File: src/rtl/inep_pkg.sv
package inep_pkg;
    typedef enum logic [1:0] {
        LY_EMPTY = 2'd0,
        LY_FILL  = 2'd1,
        LY_READY = 2'd2,
        LY_SEND  = 2'd3
    } layer_st_t;

    typedef enum logic {
        IQ_RUN  = 1'b0,
        IQ_MASK = 1'b1
    } irq_st_t;
endpackage

File: src/rtl/inep_layer_ram.sv
module inep_layer_ram #(
    parameter int DW    = 8,
    parameter int DEPTH = 64,
    localparam int AW   = $clog2(DEPTH)
) (
    input  logic          clk,
    input  logic          we,
    input  logic [AW-1:0] waddr,
    input  logic [DW-1:0] wdata,
    input  logic [AW-1:0] raddr,
    output logic [DW-1:0] rdata
);
    logic [DW-1:0] mem [DEPTH];

    always_ff @(posedge clk) begin
        if (we) mem[waddr] <= wdata;
    end

    assign rdata = mem[raddr];
endmodule

File: src/rtl/inep_layer_fsm.sv
module inep_layer_fsm
    import inep_pkg::*;
#(
    parameter int DEPTH  = 64,
    localparam int LEN_W = $clog2(DEPTH+1)
) (
    input  logic             clk,
    input  logic             rst_n,
    input  logic             is_wr,
    input  logic             is_tx,
    input  logic             wr_en,
    input  logic             rdy_set,
    input  logic             in_tok,
    input  logic             rd_en,
    input  logic             ack,
    input  logic             abort,
    output layer_st_t        st,
    output logic [LEN_W-1:0] len,
    output logic [LEN_W-1:0] rd_ptr,
    output logic             wr_fire
);
    layer_st_t        st_n;
    logic [LEN_W-1:0] len_n;
    logic [LEN_W-1:0] ptr_n;

    // a byte is taken only by an open layer with room left
    assign wr_fire = is_wr && wr_en && (st == LY_EMPTY || st == LY_FILL)
                     && (len < LEN_W'(DEPTH));

    always_comb begin
        st_n  = st;
        len_n = wr_fire ? len + 1'b1 : len;
        ptr_n = rd_ptr;
        unique case (st)
            LY_EMPTY: begin
                if (is_wr && rdy_set)  st_n = LY_READY;
                else if (wr_fire)      st_n = LY_FILL;
            end
            LY_FILL: begin
                if (is_wr && rdy_set)  st_n = LY_READY;
            end
            LY_READY: begin
                if (is_tx && in_tok) begin
                    st_n  = LY_SEND;
                    ptr_n = '0;
                end
            end
            LY_SEND: begin
                if (is_tx && ack) begin
                    st_n  = LY_EMPTY;
                    len_n = '0;
                    ptr_n = '0;
                end else if (is_tx && abort) begin
                    st_n  = LY_READY;
                    ptr_n = '0;
                end else if (is_tx && in_tok) begin
                    ptr_n = '0;
                end else if (is_tx && rd_en && rd_ptr < len) begin
                    ptr_n = rd_ptr + 1'b1;
                end
            end
            default: st_n = LY_EMPTY;
        endcase
    end

    always_ff @(posedge clk or negedge rst_n) begin
        if (!rst_n) begin
            st     <= LY_EMPTY;
            len    <= '0;
            rd_ptr <= '0;
        end else begin
            st     <= st_n;
            len    <= len_n;
            rd_ptr <= ptr_n;
        end
    end
endmodule

File: src/rtl/inep_irq_gen.sv
module inep_irq_gen
    import inep_pkg::*;
#(
    parameter int DROP_CYC = 3,
    localparam int CNT_W   = $clog2(DROP_CYC+1)
) (
    input  logic clk,
    input  logic rst_n,
    input  logic irq_en,
    input  logic free,
    input  logic set_ok,
    output logic irq
);
    irq_st_t          st, st_n;
    logic [CNT_W-1:0] cnt, cnt_n;

    always_comb begin
        st_n  = st;
        cnt_n = cnt;
        unique case (st)
            IQ_RUN: begin
                if (set_ok) begin
                    st_n  = IQ_MASK;
                    cnt_n = CNT_W'(DROP_CYC - 1);
                end
            end
            IQ_MASK: begin
                if (set_ok)          cnt_n = CNT_W'(DROP_CYC - 1);
                else if (cnt == '0)  st_n  = IQ_RUN;
                else                 cnt_n = cnt - 1'b1;
            end
            default: st_n = IQ_RUN;
        endcase
    end

    always_ff @(posedge clk or negedge rst_n) begin
        if (!rst_n) begin
            st  <= IQ_RUN;
            cnt <= '0;
        end else begin
            st  <= st_n;
            cnt <= cnt_n;
        end
    end

    assign irq = irq_en && free && (st == IQ_RUN);
endmodule

File: src/rtl/inep_pingpong_buf.sv
module inep_pingpong_buf
    import inep_pkg::*;
#(
    parameter int DW       = 8,
    parameter int DEPTH    = 64,
    parameter int DROP_CYC = 3
) (
    input  logic                       clk,
    input  logic                       rst_n,
    input  logic                       cpu_wr_en,
    input  logic [DW-1:0]              cpu_wr_data,
    input  logic                       cpu_pkt_rdy_set,
    input  logic                       irq_en,
    output logic                       irq,
    output logic                       pkt_rdy_stat,
    input  logic                       usb_in_tok,
    input  logic                       usb_rd_en,
    output logic [DW-1:0]              usb_rd_data,
    input  logic                       usb_ack,
    input  logic                       usb_abort,
    output logic                       usb_tx_active,
    output logic [$clog2(DEPTH+1)-1:0] usb_tx_len,
    output logic                       usb_no_data
);
    localparam int LEN_W  = $clog2(DEPTH+1);
    localparam int AW     = $clog2(DEPTH);
    localparam int LAYERS = 2;

    layer_st_t        st   [LAYERS];
    logic [LEN_W-1:0] len  [LAYERS];
    logic [LEN_W-1:0] rptr [LAYERS];
    logic [DW-1:0]    rdat [LAYERS];
    logic             wfire[LAYERS];

    logic wsel, tsel;
    logic free, set_ok, ack_ok, tok_empty;

    for (genvar g = 0; g < LAYERS; g++) begin : g_layer
        inep_layer_fsm #(.DEPTH(DEPTH)) fsm_i (
            .clk     (clk),
            .rst_n   (rst_n),
            .is_wr   (wsel == 1'(g)),
            .is_tx   (tsel == 1'(g)),
            .wr_en   (cpu_wr_en),
            .rdy_set (cpu_pkt_rdy_set),
            .in_tok  (usb_in_tok),
            .rd_en   (usb_rd_en),
            .ack     (usb_ack),
            .abort   (usb_abort),
            .st      (st[g]),
            .len     (len[g]),
            .rd_ptr  (rptr[g]),
            .wr_fire (wfire[g])
        );

        inep_layer_ram #(.DW(DW), .DEPTH(DEPTH)) ram_i (
            .clk   (clk),
            .we    (wfire[g]),
            .waddr (len[g][AW-1:0]),
            .wdata (cpu_wr_data),
            .raddr (rptr[g][AW-1:0]),
            .rdata (rdat[g])
        );
    end

    assign free      = (st[wsel] == LY_EMPTY) || (st[wsel] == LY_FILL);
    assign set_ok    = cpu_pkt_rdy_set && free;
    assign ack_ok    = usb_ack && (st[tsel] == LY_SEND);
    assign tok_empty = usb_in_tok && ((st[tsel] == LY_EMPTY) || (st[tsel] == LY_FILL));

    always_ff @(posedge clk or negedge rst_n) begin
        if (!rst_n) begin
            wsel        <= 1'b0;
            tsel        <= 1'b0;
            usb_no_data <= 1'b0;
        end else begin
            if (set_ok) wsel <= ~wsel;
            if (ack_ok) tsel <= ~tsel;
            usb_no_data <= tok_empty;
        end
    end

    inep_irq_gen #(.DROP_CYC(DROP_CYC)) irq_i (
        .clk    (clk),
        .rst_n  (rst_n),
        .irq_en (irq_en),
        .free   (free),
        .set_ok (set_ok),
        .irq    (irq)
    );

    assign pkt_rdy_stat  = ~free;
    assign usb_tx_active = (st[tsel] == LY_SEND);
    assign usb_tx_len    = len[tsel];
    assign usb_rd_data   = rdat[tsel];
endmodule

File: config.mk
export PLATFORM = sky130hd
export DESIGN_NAME = inep_pingpong_buf
export DESIGN_NICKNAME = d
export VERILOG_FILES = /design/src/rtl/inep_pkg.sv /design/src/rtl/inep_layer_ram.sv /design/src/rtl/inep_layer_fsm.sv /design/src/rtl/inep_irq_gen.sv /design/src/rtl/inep_pingpong_buf.sv
export SDC_FILE = /design/constraint.sdc
export NUM_CORES = 1
export LEC_CHECK = 0
export BUFFER_PORTS_ARGS = -buffer_cell sky130_fd_sc_hd__buf_2
export CORE_ASPECT_RATIO = 0.5
export CORE_UTILIZATION = 40
export DETAILED_ROUTE_END_ITERATION = 6
export PLACE_DENSITY = 0.57
export SLEW_MARGIN = 5
export SYNTH_ARGS = -nofsm -noshare
export SYNTH_HDL_FRONTEND = slang
export SYNTH_SLANG_ARGS = --single-unit
File: constraint.sdc
create_clock -name clk -period 3.1 [get_ports clk]
set_input_delay 0.31 -clock clk [delete_from_list [all_inputs] [get_ports clk]]
set_output_delay 0.31 -clock clk [all_outputs]
set_load 0.02 [all_outputs]
======== After elaboration in Yosys (flattened, before gate mapping) ========
Memory sizes are Yosys's and may differ from the RTL's.
Index checks and enable logic that the tools add are counted.
operators by class
  add/subtract/negate cells ............... 5
  multipliers ............................. 0
  divide/modulo/power cells ............... 0
  order comparisons ....................... 6
  equality and inequality tests ........... 21
  shift-type cells ........................ 0
  mux-type cells .......................... 56
  bitwise gates (word level) .............. 6
  reductions and logical operators ........ 39
operators with widths
  cell                                                              count
  7-bit two-way mux                                                 19
  2-bit two-way mux                                                 21
  7-bit by 1-bit adder with 7-bit output (second input constant)    4
  7-bit case mux with 2 select lines                                2
  8-bit two-way mux                                                 3
  1-bit logical AND                                                 23
  2-bit case mux with 4 select lines                                2
  7-bit less-than comparator                                        2
  7-bit less-than comparator (second input constant)                2
  2-bit == test (second input constant)                             5
  2-bit zero test                                                   5
  5-bit by 1-bit != test with 1-bit output (second input constant)  2
  3-bit by 2-bit != test with 1-bit output (second input constant)  3
  2-bit by 1-bit == test with 1-bit output (second input constant)  4
  4-bit AND reduction                                               2
  1-bit two-way mux                                                 7
  2-bit by 1-bit != test with 1-bit output (second input constant)  3
  3-bit by 1-bit != test with 1-bit output (second input constant)  2
  3-bit AND reduction                                               2
  2-bit >= comparator (second input constant)                       2
  1-bit logical OR                                                  4
  2-bit != test (second input constant)                             2
  1-bit inverter                                                    4
  1-bit inverter with 2-bit output                                  2
  5 further kinds                                                   6
storage, ports and cells
  register bits after elaboration ......... 38
  latch bits .............................. 0
  RAM bits ................................ 1,024
  bits in read-only memories .............. 0
  input bits .............................. 17
  output and inout bits ................... 19
  word-level logic and storage cells ...... 146
  memories ................................ 2
memory list
  memory                words  width  read ports  clocked after memory_dff  wr ports  RTL line              RTL
  g_layer[0].ram_i.mem  64     8      1           0                         1         inep_layer_ram.sv:13  logic [DW-1:0] mem [DEPTH];
  g_layer[1].ram_i.mem  64     8      1           0                         1         inep_layer_ram.sv:13

======== Longest topological paths before layout ========
Gate-level depths: netlist (run 1).
  word-level depth ........................ 9
  gate-level depth with buffers ........... 11
  depth with buffers taken out ............ 8

======== Hierarchy ========
Synthesis (run 1) repeated with hierarchy kept, for this count alone.
second synthesis, totals
  cell total of the unflattened synthesis .. 2,146
  area, all modules ....................... 42,714.7 um^2
by module, submodules not included
  module                              times used  cells each  area an instance (um^2)
  inep_layer_ram                      2           932         20,006.7
  inep_layer_fsm at g_layer[0].fsm_i  1           126         1,104.8
  inep_layer_fsm at g_layer[1].fsm_i  1           105         1,016.0
  inep_pingpong_buf                   1           35          414.1
  inep_irq_gen                        1           16          166.4

======== Worst setup path before layout (run 1) ========
No wires, ideal clock.
  kind .................................... register to output
  start ................................... reg g_layer[1].fsm_i.rd_ptr[1]
  end ..................................... out usb_rd_data[0]
  data arrival time ....................... 2,070 ps
  setup slack ............................. 720 ps
  cell stages (with the launch flop) ...... 9
  buffers on the path ..................... 3
  path through ............................ dfrtp_1 > buf_2 > buf_2 > buf_1 > mux4_2 > a211oi_1 > o21ai_0 > a41oi_1 > a21oi_1
on the way
  word-level cells in the longest chain between the ends .. 4
RTL lines
  item                                                   RTL line                 RTL
  start: declaration                                     inep_layer_fsm.sv:19     output logic [LEN_W-1:0] rd_ptr,
  start signal: assignment                               inep_layer_fsm.sv:74     rd_ptr <= ptr_n;
  memory read 64 x 8 bit                                 --
  8-bit two-way mux (implied by the code) (3 in series)  inep_pingpong_buf.sv:95  assign usb_rd_data = rdat[tsel];
  end: declaration                                       inep_pingpong_buf.sv:18  output logic [DW-1:0] usb_rd_data,
Every way passes these cells. The select of a mux whose other input is x is not followed.

======== Worst setup path in the final report (run 1) ========
  start ................................... reg g_layer[0].fsm_i.rd_ptr[0]
  end ..................................... out usb_rd_data[5]
on the way
  word-level cells in the longest chain between the ends .. 4
RTL lines
  item                                                   RTL line
  start: declaration                                     inep_layer_fsm.sv:19
  start signal: assignment                               inep_layer_fsm.sv:74
  memory read 64 x 8 bit                                 --
  8-bit two-way mux (implied by the code) (3 in series)  inep_pingpong_buf.sv:95
Every way passes these cells. The select of a mux whose other input is x is not followed.

==> results.md, run 1 <==
Clocking:
- The number of sinks handled by clock tree synthesis is between 1,000 and 1,500.
- In this run the number of H-tree levels came out at 3.
- CTS placed an instance of clkbuf_16 at the clock tree root.
- TritonCTS built the clock tree.
- Clock latency on the worst-skew pair, taken at its later pin, is 0.68 ns.
- The TritonCTS buffer count is 96.
- After clock tree synthesis, the clock-pin slew on the worst setup and hold paths is 0.06 ns.
- The number of buffers on the longest clock path is 3.

Timing:
- The final critical-path required period is 3.64 ns.
- The worst setup skew after layout is approximately 0.017 ns.
- The final worst slack is -0.535 ns.
- The number of setup violations in the final report is 8.
- Based on the critical path, the design can be clocked at up to 0.275 GHz.
- The measured slew at the worst slew-check pin is 1.07 ns.
- Setup repair after global routing could not meet its margin everywhere.
- The worst slew slack as a fraction of its limit is roughly 29%.
- The final worst-path cycle share is 117%.
- The max-slew violation total from the final report is 0.
- The number of hold-slack violations in the final timing report is 0.

GRT:
- The initial antenna violation count is 1.
- The global-route total usage across every layer is between 10% and 20%.
- The maximum number of pins on one net before global-route repair is 78.
- The number of global-route vias before repair is 22,200.
- The first global-routing pass estimated ~150,000 µm of wire.
- The global-route congestion overflow total is 0.

Worst hold path:
- In this run the most critical hold path is launched from usb_abort.
- The class of the tightest hold or removal check is primary input to register.

Synth:
- The Yosys step of the flow raised 0 warnings.
- The synthesized design spends more area on one cell type than any other, namely edfxtp_1.
- Synthesis produced a netlist with a net count of between 2,000 and 2,500.
- The primary flip-flop cell chosen by synthesis mapping is edfxtp_1.
- The post-synthesis instance area is 42,300 µm².
- Sequential elements use between 70% and 80% of the synthesized area.
- Sorting the synthesized cells by area gives the leading types as edfxtp_1 (73%), mux4_2 (11%), mux2i_1 (3.8%).
- Of the post-synthesis cell area, the dominant cell type holds 72.7%.
- The number of synthesized register bits is roughly 1,100.
- The synthesized design contains between 1,000 and 1,500 enable-type register cells.
- The proportion of synthesized flip-flops having asynchronous set or reset is 3.58%.
- The post-synthesis instance total is 2,191.
- By count the netlist is led by edfxtp_1 (1,024), mux4_2 (200), nor2_1 (185).
- After synthesis, the mean cell area works out to ~19 µm².
- The library cell with the highest instance count after synthesis is edfxtp_1.
- The number of distinct library cells after synthesis is 61.

Critical path:
- The category of cells accounting for the largest share of critical-path delay is compound AO/OA/AOI/OAI gates.
- The number of buffer and inverter stages on the critical path is 4.
- STA puts the critical path data required time at 2.79 ns.
- STA classifies the critical path endpoint as an output port.
- The slowest cell on the critical path is dfrtp_4.
- Along the worst path, the maximum fanout reaches 7.
- The highest cell delay on the worst timing path is 0.50 ns.
- Data on the critical path arrives at its endpoint at 3.33 ns.
- The type of the worst setup path is register to output port.
- Walking the worst path, the cells encountered are buf_12 -> buf_12 -> clkbuf_16 -> mux4_2 -> mux2i_1 -> o21ai_1 -> a22oi_2 -> o21ai_4 -> buf_6.
- The startpoint identified for the worst register-to-register timing path is g_layer[1].fsm_i.rd_ptr[1]$_DFFE_PN0P_.
- STA classifies the critical path startpoint as a register.
- The most critical setup path has its startpoint at g_layer[0].fsm_i.rd_ptr[0]$_DFFE_PN0P_.
- Counting stages on the worst path, the most repeated cell is buf_12.

Cells and area:
- Once layout is done, the placed cells without fillers occupy roughly 51,000 µm².
- The number of fillers in the final layout is 8,470.
- The relative area change from synthesis to final layout is 19.4%.
- The net count of the finished layout is 2,595.
- Summing all multi-input logic gate instances after layout gives 10,300 µm².
- The fraction of final layout cells sized beyond drive strength 1 is 30.5%.
- The register cell area after layout is 31,700 µm².
- The number of standard cells in the layout, taps in and fillers out is 4,045.

Pwr:
- Summed over all nets, the switching power comes to 9.15 mW.
- The completed layout was analyzed and its total power is 35.8 mW.
- The combinational cell fraction of total power is 20.8%.
- The internal power is 26.6 mW.
- The share of power burned in the clock network is 34.1%.
- The proportion of power drawn by flip-flops and latches is a little under half.
- The worst voltage drop across the vdd grid is 0.000457 V.
- The fraction of power spent switching nets is 25.6%.
- The leakage power is 16.0 nW.
- The power density over the cells is 708 nW/µm².

Drt:
- The routed design has 103,000 µm of wire.
- In the routed layout, each cell is associated on average with a via count of between 5 and 6.
- In the routed design, unresolved DRC markers number 0.
- In this run, the number of DRC markers left after iteration 0 of detailed routing was approximately 2,200.
- The count of nets left with antenna violations after detail routing is 0.
- The total number of vias is 22,000.
- After detailed routing, the average wire length per cell comes to 25.5 µm.
- The detailed-router iteration count before antenna repair is 5.

Run status:
- The final reports fail on setup timing.
- The run finished, with violations left.

Floorplan:
- The floorplan step set the die height to roughly 230 µm.
- The die is 462 µm wide.
- The count of boundary I/O pins is 36.
- The floorplan step defined a die boundary enclosing roughly 110,000 µm².
- For this configuration, the core starts out at a cell density of roughly two fifths.
- The floorplan has just over 80 rows.
- The area of the placeable core is roughly 100,000 µm².

Placed design:
- The global placer's final weighted congestion is just over 0.8.
- After detailed placement, the design holds a cell count of 3,808.
- The quantity of I/O buffers inserted on ports is 35.
- The sum of net half-perimeters after detailed placement is 65,300 µm.
- The post-placement cell area is ~46,000 µm².

Job:
- Max-cap violations in this run came to 0.
==> through the flow <==
stage | hold WS [ns] | util (%) | worst slack, ns | setup TNS [ns]
after floorplan | 0.0144 | - | 0.720 | 0
after global placement | 0.471 | 44.4 | -0.331 | -0.757
after detailed placement | 0.494 | 44.4 | -0.342 | -0.774
after CTS | 0.0400 | 48.2 | -0.612 | -4.39
after global routing | 0.0787 | 48.7 | -0.602 | -4.30
final | 0.0924 | 48.7 | -0.535 | -3.44
==> power by group through the flow <==
stage / Combinational (mW) / Sequential [mW] / Clock (mW)
floorplan: 4.33 / 16.3 / 0
global placement: 6.17 / 16.5 / 0
detailed placement: 6.22 / 16.5 / 0
CTS: 7.07 / 16.1 / 12.5
global route: 7.92 / 16.1 / 13.0
finish: 7.44 / 16.1 / 12.2
==> placed cells by master (no fill, tap or decap), types with 22 or more instances in the layout <==
master / instances
buf_12: 31
clkinv_1: 22
mux4_2: 203
edfxtp_1: 1024
mux2i_1: 148
nor2_1: 179
o22ai_1: 32
buf_4: 300
clkbuf_16: 103
dfrtp_1: 31
nand2_1: 97
nand3_1: 31
o21ai_0: 27
==> flip-flops by register name, indices dropped and copies added, names as in the netlist <==
signal	flops
g_layer.fsm_i.len	14
g_layer.ram_i.mem	1024
usb_no_data	1
g_layer.fsm_i.st	4
irq_i.cnt	2
g_layer.fsm_i.rd_ptr	14
wsel	1
tsel	1
irq_i.st	1
==> path summary, 6_finish.rpt <==
kind | end | slack (ns) | cells after the start
worst max register to register | g_layer[1].fsm_i.rd_ptr[6]$_DFFE_PN0P_ | 0.33 | 9
max in group asynchronous | g_layer[1].fsm_i.rd_ptr[1]$_DFFE_PN0P_ | 2.09 | 2
worst max-delay path | usb_rd_data[5] | -0.54 | 9
worst min register to register | irq_i.cnt[1]$_DFFE_PN0P_ | 0.53 | 2
worst min-delay path | g_layer[0].fsm_i.st[0]$_DFFE_PN0P_ | 0.09 | 3
min in group asynchronous | irq_i.st$_DFF_PN0_ | 0.29 | 2
==> area by class of cell <==
| cell class | instances | area share (%) |
|---|---|---|
| inverters | 22 | 0.163 |
| flip-flops and latches | 1062 | 62.8 |
| diodes | 1 | 0.00495 |
| clock buffers | 124 | 5.21 |
| well taps | 1402 | 3.47 |
| multi-input cells | 999 | 20.4 |
| clock inverters | 55 | 1.13 |
| repair buffers | 380 | 6.88 |
==> routing by layer <==
layer  GRT usage (%)  part of all wire, %
met1            27.8                   45
met2            31.1                   48
met3            3.15                  5.2
met4            5.73                  2.3
met5               0                    0
==> worst min-delay path, delay by kind of cell <==
family	cells	cell delay, ns
AO/OA/AOI/OAI	1	0.13
buffers and inverters	1	0.07
AND/OR/NAND/NOR	1	0.22
==> cells by family (layout without fill, tap and decap cells) <==
kind of cell | Yosys count | in the layout | share of synthesized area [%]
AOI/OAI and AO/OA | 217 | 217 | 3.41
and+or+nand+nor | 379 | 379 | 3.92
muxes | 372 | 372 | 15.0
xor gates and xnor gates | 14 | 14 | 0.290
DFF | 1062 | 1062 | 74.9
buffers and inverters | 130 | 581 | 1.94
other | 0 | 1 | 0
adders and majority gates | 17 | 17 | 0.503
==> repair_timing <==
action                                 4_1_cts  5_1_grt
cloned                                       5        2
buffers inserted                            22       28
pin swaps                                   13       21
endpoints found under the hold margin       39        0
gates resized for setup                     83       68
setup endpoints to repair                    8        8
hold buffers                                 4        0
Power figures use the tool's default switching activity.
==> inputs of run 2 (changes only) <==
Clock period 3.1 ns to 4.7 ns, I/O delays scaled along.
==> run 2 against run 1 <==
Net effect: clock skew increased by 0.0055 ns; combinational power shrank 49%; cell count fell by 7.0%; the run now ends clean.
==> results.md, run 2 (synthesis results as in run 1) <==
Timing:
- The number of setup violations in the final report is 0 (-8).
- Static timing analysis puts the maximum clock frequency at 0.223 GHz.
- The worst slew slack as a fraction of its limit is 26.1% (-2.4 points).
- The max-slew violation total from the final report is 0 (unchanged).
- The measured slew at the worst slew-check pin is 1.11 ns (+0.0360 ns).
- The number of hold-slack violations in the final timing report is 0 (unchanged).
- Of the available clock period, the critical path in the final layout requires a little over nine tenths.
- The worst setup skew after layout came to 0.0221 ns (+0.00554 ns).
- The post-route setup TNS is 0 ns (+3.44 ns).
- Setup repair after global routing left no endpoint under its margin.
- For the finished layout, the period the worst path requires is around 4.5 ns.

Critical path:
- The signal arrival time at the worst endpoint is 4.02 ns (+0.69 ns).
- The slowest stage of the critical path belongs to the cell dfrtp_4.
- The path depth of the worst reg2reg path is 4 (-5).
- The register-to-register path setup slack is 1.42 ns (+1.09 ns).
- Walking the worst path, the cells encountered are buf_12 -> mux4_2 -> mux2i_1 -> nor2_1 -> a2111oi_1 -> buf_4 -> nor3_1 -> nand3_1 -> o21ai_1 -> buf_2.
- The highest cell delay on the worst timing path is 0.81 ns (+0.31 ns).
- The kind of capture point of the worst setup path is an output port.
- The maximum fanout count along the critical path is 41 (+34).
- Grouping stages by cell kind, the critical path spends the most delay in flip-flops.
- The type of the worst setup path is register to output port.
- The required time of the critical path is 4.23 ns (+1.44 ns).
- The launch instance of the worst register-to-register path is wsel$_DFFE_PN0P_.
- The number of buffer and inverter stages on the critical path is 3 (-1).
- STA classifies the critical path startpoint as a register.
- The reg-to-reg endpoint is g_layer[1].ram_i.mem[51][3]$_DFFE_PP_.

Pwr:
- The share of power burned in the clock network is 35.2% (+1.1 points).
- The post-layout total power is 22.4 mW (-37%).
- The fraction of power spent switching nets came to 25.9% (+0.31 points).
- The worst voltage drop across the vdd grid came to 0.000303 V (-34%).
- The internal power is 16.6 mW (-38%).
- The net switching power figure was 5.79 mW (-37%).
- The combinational cell fraction of total power is 16.9% (-3.9 points).
- The leakage power came to 14.2 nW (-11%).
- The proportion of power drawn by flip-flops and latches came to 47.9% (+2.8 points).
- The power density over the cells was 473 nW/µm² (-33%).

Clocking:
- The number of buffers on the longest clock path is 3 (unchanged).
- TritonCTS built the clock tree.
- The clock latency reported for the late side of the worst-skew pair is 0.68 ns (about the same).
- The H-tree level count is 3 (unchanged).
- The clock slew at the register clock pins of the worst setup and hold paths is 0.07 ns (about the same).
- The TritonCTS buffer count is 96 (unchanged).
- The tree is rooted in a clkbuf_16.
- The number of sinks handled by clock tree synthesis was 1,062 (unchanged).

Placed design:
- The global placer's final weighted congestion is 0.806 (-2.3%).
- The post-placement cell area came to 44,100 µm² (-4.3%).
- The quantity of I/O buffers inserted on ports came to 35 (unchanged).
- The sum of net half-perimeters after detailed placement came to 61,900 µm (-5.3%).

Drt:
- The total number of vias is 21,100 (-3.8%).
- The DRC marker count from the first detailed-route iteration is 1,996 (-7.3%).
- The average wire per cell in the routed design was 26.7 µm (+4.6%).
- The total wire length after detailed routing is 100,000 µm (-2.7%).
- The count of nets left with antenna violations after detail routing is 0 (unchanged).
- The average vias per placed instance is 5.62 (+3.5%).
- The count of unresolved DRC violations after routing is 0 (unchanged).
- The detailed-router iteration count before antenna repair is 6 (+1).

Cells and area:
- The number of fillers in the final layout is 8,739 (+3.2%).
- Leaving out fill and tap cells, the most frequent cells in the layout are edfxtp_1 (1,024), mux4_2 (200), nor2_1 (185), mux2i_1 (161), clkbuf_16 (99).
- The number of nets in the final layout was 2,316 (-11%).
- The register cell area after layout came to 31,700 µm² (unchanged).
- The area taken by multi-input logic gates is 9800 µm² (-4.9%).
- The relative area change from synthesis to final layout is 11.8%.
- The fraction of final layout cells sized beyond drive strength 1 is 19.1% (-11 points).
- The number of diodes was 0 (-1).
- The flip-flop count of the largest register after layout is 1,024 (unchanged).
- The commonest non-fill, non-tap cell in the layout is edfxtp_1.
- The final design area excluding fillers is 47,300 µm² (-6.4%).
- Counting flops per register, the top entry is g_layer.ram_i.mem.
- In the final layout, the registers with the most flip-flops are g_layer.ram_i.mem x1024, g_layer.fsm_i.len x14, g_layer.fsm_i.rd_ptr x14.

Worst hold path:
- The class of the tightest hold or removal check is primary input to register.
- The hold path depth is 3 (unchanged).
- The beginning of the worst hold path is usb_in_tok.
- The path with the worst hold slack has its endpoint at usb_no_data$_DFF_PN0_.

GRT:
- The initial antenna violation count is 3 (+2).
- The maximum number of pins on one net before global-route repair is 88 (+13%).
- The global-route total usage across every layer came to 18.9% (-0.59 points).
- The global-route congestion overflow total is 0 (unchanged).
- The wire length of the first global-routing pass is 147,000 µm (-3.2%).
- The number of global-route vias before repair is 21,100 (-5.0%).

Floorplan:
- The area of the placeable core is 104,000 µm² (unchanged).
- The effective utilization at floorplan is 40.8% (unchanged).
- The die area is 107,000 µm² (unchanged).
- The die width came to 462 µm (unchanged).
- The count of boundary I/O pins is 36 (unchanged).
- The y dimension of the die is 232 µm (unchanged).
- The count of standard-cell rows came to 83 (unchanged).

Run status:
- The flow ran to the end, and the final reports show no timing, DRC or antenna violations.

Job:
- The max-capacitance violation count is 0 (unchanged).
## run 2: area by class of cell
class	count	share of cell area [%]
sequential	1062	67.1
multi-input combinational	999	20.7
clock buffer	127	5.52
tap	1402	3.71
timing repair buffer	101	1.80
clock inverter	47	1.03
inverter	22	0.175
## run 2: worst max-delay path by stage
stage                                                       from              to  slack (ns)  depth (start not counted)
after floorplan           g_layer[1].fsm_i.rd_ptr[1]$_DFFE_PN0P_  usb_rd_data[0]        2.16                          8
after global placement    g_layer[1].fsm_i.rd_ptr[0]$_DFFE_PN0P_  usb_rd_data[1]        0.43                         10
after detailed placement  g_layer[1].fsm_i.rd_ptr[0]$_DFFE_PN0P_  usb_rd_data[1]        0.49                         10
after CTS                 g_layer[1].fsm_i.rd_ptr[1]$_DFFE_PN0P_  usb_rd_data[3]        0.02                          8
after global routing      g_layer[1].fsm_i.rd_ptr[1]$_DFFE_PN0P_  usb_rd_data[3]        0.04                          7
final                     g_layer[1].fsm_i.rd_ptr[1]$_DFFE_PN0P_  usb_rd_data[1]        0.21                         10
## run 2: through the flow
stage | hold slack (ns) | cells | utilization [%] | setup WS (ns)
finish | 0.0901 | 3760 | 45.6 | 0.210
global route | 0.0664 | 3760 | 45.6 | 0.0385
CTS | 0.0311 | 3753 | 45.5 | 0.0207
detailed placement | 0.504 | 3576 | 42.5 | 0.489
global placement | 0.492 | 3576 | 42.5 | 0.431
floorplan | 0.174 | 2191 | - | 2.16
## run 2: layer usage
layer	GRT usage, %	up-vias	part of all wire [%]
li1	-	9087	-
met1	27.7	11200	46
met2	29.2	687	46
met3	3.02	143	5.3
met4	5.67	0	2.6
met5	0	-	0
## run 2: worst reg2reg max path: stages (launching register included)
cell and delay [ns]:
dfrtp_1 0.56, nand3b_1 0.22, nor3_1 0.44, nand3_1 0.73
nor2_1 0.93
## run 2: timing repair
item,CTS,global route
setup buffers,2,7
setup endpoints to repair,2,2
gates resized for setup,1,0
hold buffers,1,0
hold endpoints to repair,38,0
## run 2: power by group through the flow
stage	Clock, mW	Combinational [mW]	Sequential [mW]
after global routing	8.35	4.05	10.7
after global placement	0	3.65	11.0
after CTS	8.00	3.79	10.7
after floorplan	0	2.86	10.8
final	7.87	3.78	10.7
after detailed placement	0	3.67	11.0
==> inputs of run 3 (changes only) <==
Clock period 4.7 ns to 5.6 ns, I/O delays scaled along.
==> run 3 against run 2 <==
Net effect: the run now ends with DRC left; global-route usage is 0.27 points lower; sequential power is 15% lower; die area stayed put; flip-flop and latch count stayed put; wire length is 1.6% lower; non-clock buffer count is 28 lower; clock-buffer cell count is 5 lower; power is 17% lower; largest cell class unchanged; largest power group unchanged.
==> results.md, run 3 (synthesis results as in run 1) <==
Run status:
- The run finished, with violations left.
- The checks that failed: DRC.

Cells and area:
- The number of fillers in the final layout is 8,747 (+0.092%).
- The number of diodes is 0 (unchanged).
- The number of nets in the final layout came to 2,287 (-1.3%).
- The register cell area after layout is 31,700 µm² (unchanged).
- The fraction of final layout cells sized beyond drive strength 1 is 18.0% (-1.1 points).
- The flip-flop count of the largest register after layout is 1,024 (unchanged).
- The largest register by flop count is g_layer.ram_i.mem.
- The library cell used most frequently in the layout, excluding fill and tap cells, is edfxtp_1.
- The largest registers in the layout are g_layer.ram_i.mem x1024, g_layer.fsm_i.len x14, g_layer.fsm_i.rd_ptr x14.
- The relative area change from synthesis to final layout is 10.8%.
- The area taken by multi-input logic gates is 9800 µm² (about the same).
- The utilization after layout is 45.2% (-0.39 points).
- Leaving out fill and tap cells, the most frequent cells in the layout are edfxtp_1 (1,024), mux4_2 (200), nor2_1 (185), mux2i_1 (161), clkbuf_16 (100).

Drt:
- The count of nets left with antenna violations after detail routing is 0 (unchanged).
- The average vias per placed instance is 5.60 (-0.25%).
- The count of unresolved DRC violations after routing was 4 (+4).
- The DRC marker count from the first detailed-route iteration is 2,247 (+13%).
- The total number of vias is 20,900 (-1.2%).
- The total wire length after detailed routing is 98,900 µm (-1.6%).
- The average wire per cell in the routed design is 26.5 µm (-0.67%).
- The detailed-router iteration count before antenna repair was 7 (+1).

Critical path:
- The number of buffer and inverter stages on the critical path came to 2 (-1).
- The highest cell delay on the worst timing path is 0.91 ns (+0.10 ns).
- The signal arrival time at the worst endpoint came to 4.61 ns (+0.59 ns).
- The setup path with the least slack is of type register to output port.
- The required time of the critical path came to 5.04 ns (+0.81 ns).
- The kind of capture point of the worst setup path is an output port.
- Traced cell by cell, the critical path runs through buf_12 -> mux4_2 -> mux2i_1 -> nor2_1 -> a2111oi_1 -> nor3_1 -> nand3_1 -> o21ai_1 -> buf_2.
- The maximum fanout count along the critical path is 58 (+41%).
- The startpoint class of the critical path is a register.
- On the critical path, the stage with the largest delay is an instance of dfrtp_4.
- The category of cells accounting for the largest share of critical-path delay is flip-flops.

Clocking:
- The number of buffers on the longest clock path is 3 (unchanged).
- The TritonCTS buffer count is 95 (-1.0%).
- The cell at the root of the clock tree is clkbuf_16.
- The clock slew at the register clock pins of the worst setup and hold paths is 0.06 ns (about the same).
- The H-tree level count is 3 (unchanged).
- The number of sinks handled by clock tree synthesis was 1,062 (unchanged).
- The clock tree from TritonCTS is yes.
- The count of hold buffers inserted by post-cts repair is 0 (-1).
- The clock latency reported for the late side of the worst-skew pair is 0.69 ns (about the same).

Pwr:
- The internal power is 13.7 mW (-17%).
- The power density over the cells is 393 nW/µm² (-17%).
- The combinational cell fraction of total power is 15.9% (-1.0 points).
- The net switching power figure is 4.77 mW (-18%).
- The fraction of power spent switching nets is 25.9% (-0.045 points).
- The leakage power is 14.0 nW (-1.4%).
- The worst voltage drop across the vdd grid is 0.000264 V (-13%).
- The proportion of power drawn by flip-flops and latches is 49.2% (+1.3 points).
- The share of power burned in the clock network is 34.9% (-0.3 points).

GRT:
- The maximum number of pins on one net before global-route repair is 86 (-2.3%).
- The number of global-route vias before repair is 20,800 (-1.4%).
- The initial antenna violation count is 4 (+1).
- The wire length of the first global-routing pass came to 145,000 µm (-1.5%).
- The global-route total usage across every layer is 18.7% (-0.27 points).
- The global-route congestion overflow total was 0 (unchanged).

Timing:
- The final worst slack is 0.433 ns (+0.223 ns).
- The max-slew violation total from the final report was 0 (unchanged).
- Static timing analysis puts the maximum clock frequency at between 0.15 and 0.2 GHz.
- The worst setup skew after layout came to 0.0261 ns (+0.00407 ns).
- The number of hold-slack violations in the final timing report is 0 (unchanged).
- The post-route setup TNS is 0 ns (unchanged).
- The routed design could run at a clock period as short as 5.17 ns.
- The number of setup violations in the final report is 0 (unchanged).
- Setup repair after global routing left no endpoint under its margin.
- In the finished design, the share of the clock period the worst path needs comes to 92.3%.
- The measured slew at the worst slew-check pin is 1.11 ns (+0.000512 ns).
- The worst slew slack as a fraction of its limit came to 26.1% (-0.034 points).
- The worst hold slack across all endpoints is 0.0723 ns (-0.0177 ns).

Placed design:
- The quantity of I/O buffers inserted on ports is 35 (unchanged).
- The sum of net half-perimeters after detailed placement is 60,100 µm (-3.0%).
- The worst slack at placement is 0.791 ns (+0.303 ns).
- The global placer's final weighted congestion was 0.786 (-2.5%).

Floorplan:
- The area of the placeable core came to 104,000 µm² (unchanged).
- The effective utilization at floorplan was 40.8% (unchanged).
- The die width is 462 µm (unchanged).
- The count of standard-cell rows is 83 (unchanged).
- The die area is 107,000 µm² (unchanged).
- The count of boundary I/O pins is 36 (unchanged).
- The y dimension of the die is 232 µm (unchanged).

Worst hold path:
- The class of the tightest hold or removal check is primary input to async pin.

Job:
- The max-capacitance violation count is 0 (unchanged).
==> run 3: cell types whose count changed in the layout (fill, tap and decap cells not counted), moves of 2 or more <==
cell / change
inv_6: -2
clkbuf_8: -3
bufinv_16: -2
clkinv_4: -4
buf_4: -20
clkinv_2: +6
buf_12: -6
clkbuf_1: -3
==> run 3: worst register-to-register path: stages, from the launching register on <==
cell      delay [ns]
dfrtp_1         0.56
nand3b_1        0.22
nor3_1          0.53
nand3_1         0.72
nor2_1          0.95
==> run 3: path summary, 6_finish.rpt <==
check	startpoint	to	slack (ns)	cells after the start
min	rst_n	irq_i.cnt[1]$_DFFE_PN0P_	0.07	1
min in group clk	usb_in_tok	usb_no_data$_DFF_PN0_	0.18	3
min reg2reg	g_layer[0].fsm_i.st[0]$_DFFE_PN0P_	g_layer[0].fsm_i.st[0]$_DFFE_PN0P_	0.55	1
max in group asynchronous	rst_n	g_layer[0].fsm_i.rd_ptr[1]$_DFFE_PN0P_	4.70	1
max reg2reg	wsel$_DFFE_PN0P_	g_layer[1].ram_i.mem[55][0]$_DFFE_PP_	2.23	4
max	g_layer[1].fsm_i.rd_ptr[0]$_DFFE_PN0P_	usb_rd_data[1]	0.43	9
==> run 3: repair_timing <==
action                     in CTS  in global routing
resized for setup               0                  1
buffers inserted                0                  0
setup endpoints to repair       0                  1
==> run 3: area by class of cell <==
type / instances / share of cell area (%)
Inverter: 22 / 0.176
Multi-Input combinational cell: 999 / 20.9
Clock inverter: 46 / 0.883
Timing Repair Buffer: 73 / 1.16
Sequential cell: 1062 / 67.6
Clock buffer: 122 / 5.51
Tap cell: 1402 / 3.74
==> run 3: stage by stage <==
stage	power, mW	instance area (µm²)	instances
5_1_grt	19.1	46900	3726
2_1_floorplan	11.4	42300	2191
4_1_cts	18.6	46900	3726
3_3_place_gp	12.2	43900	3558
6_report	18.5	46900	3726
3_5_place_dp	12.2	43900	3558
==> run 3: metal layers <==
layer	routed length [µm]	share of wire (%)	GRT usage [%]
met4	2400	2.4	5.37
met3	5230	5.3	3.10
met1	44700	45	26.9
met2	46600	47	29.3
met5	0	0	0
==> run 3: power by group through the flow <==
stage | clock network, mW | logic, mW | registers (mW)
CTS | 6.55 | 2.97 | 9.09
detailed placement | 0 | 2.96 | 9.26
floorplan | 0 | 2.40 | 9.03
global placement | 0 | 2.94 | 9.26
finish | 6.44 | 2.93 | 9.08
global route | 6.83 | 3.14 | 9.12
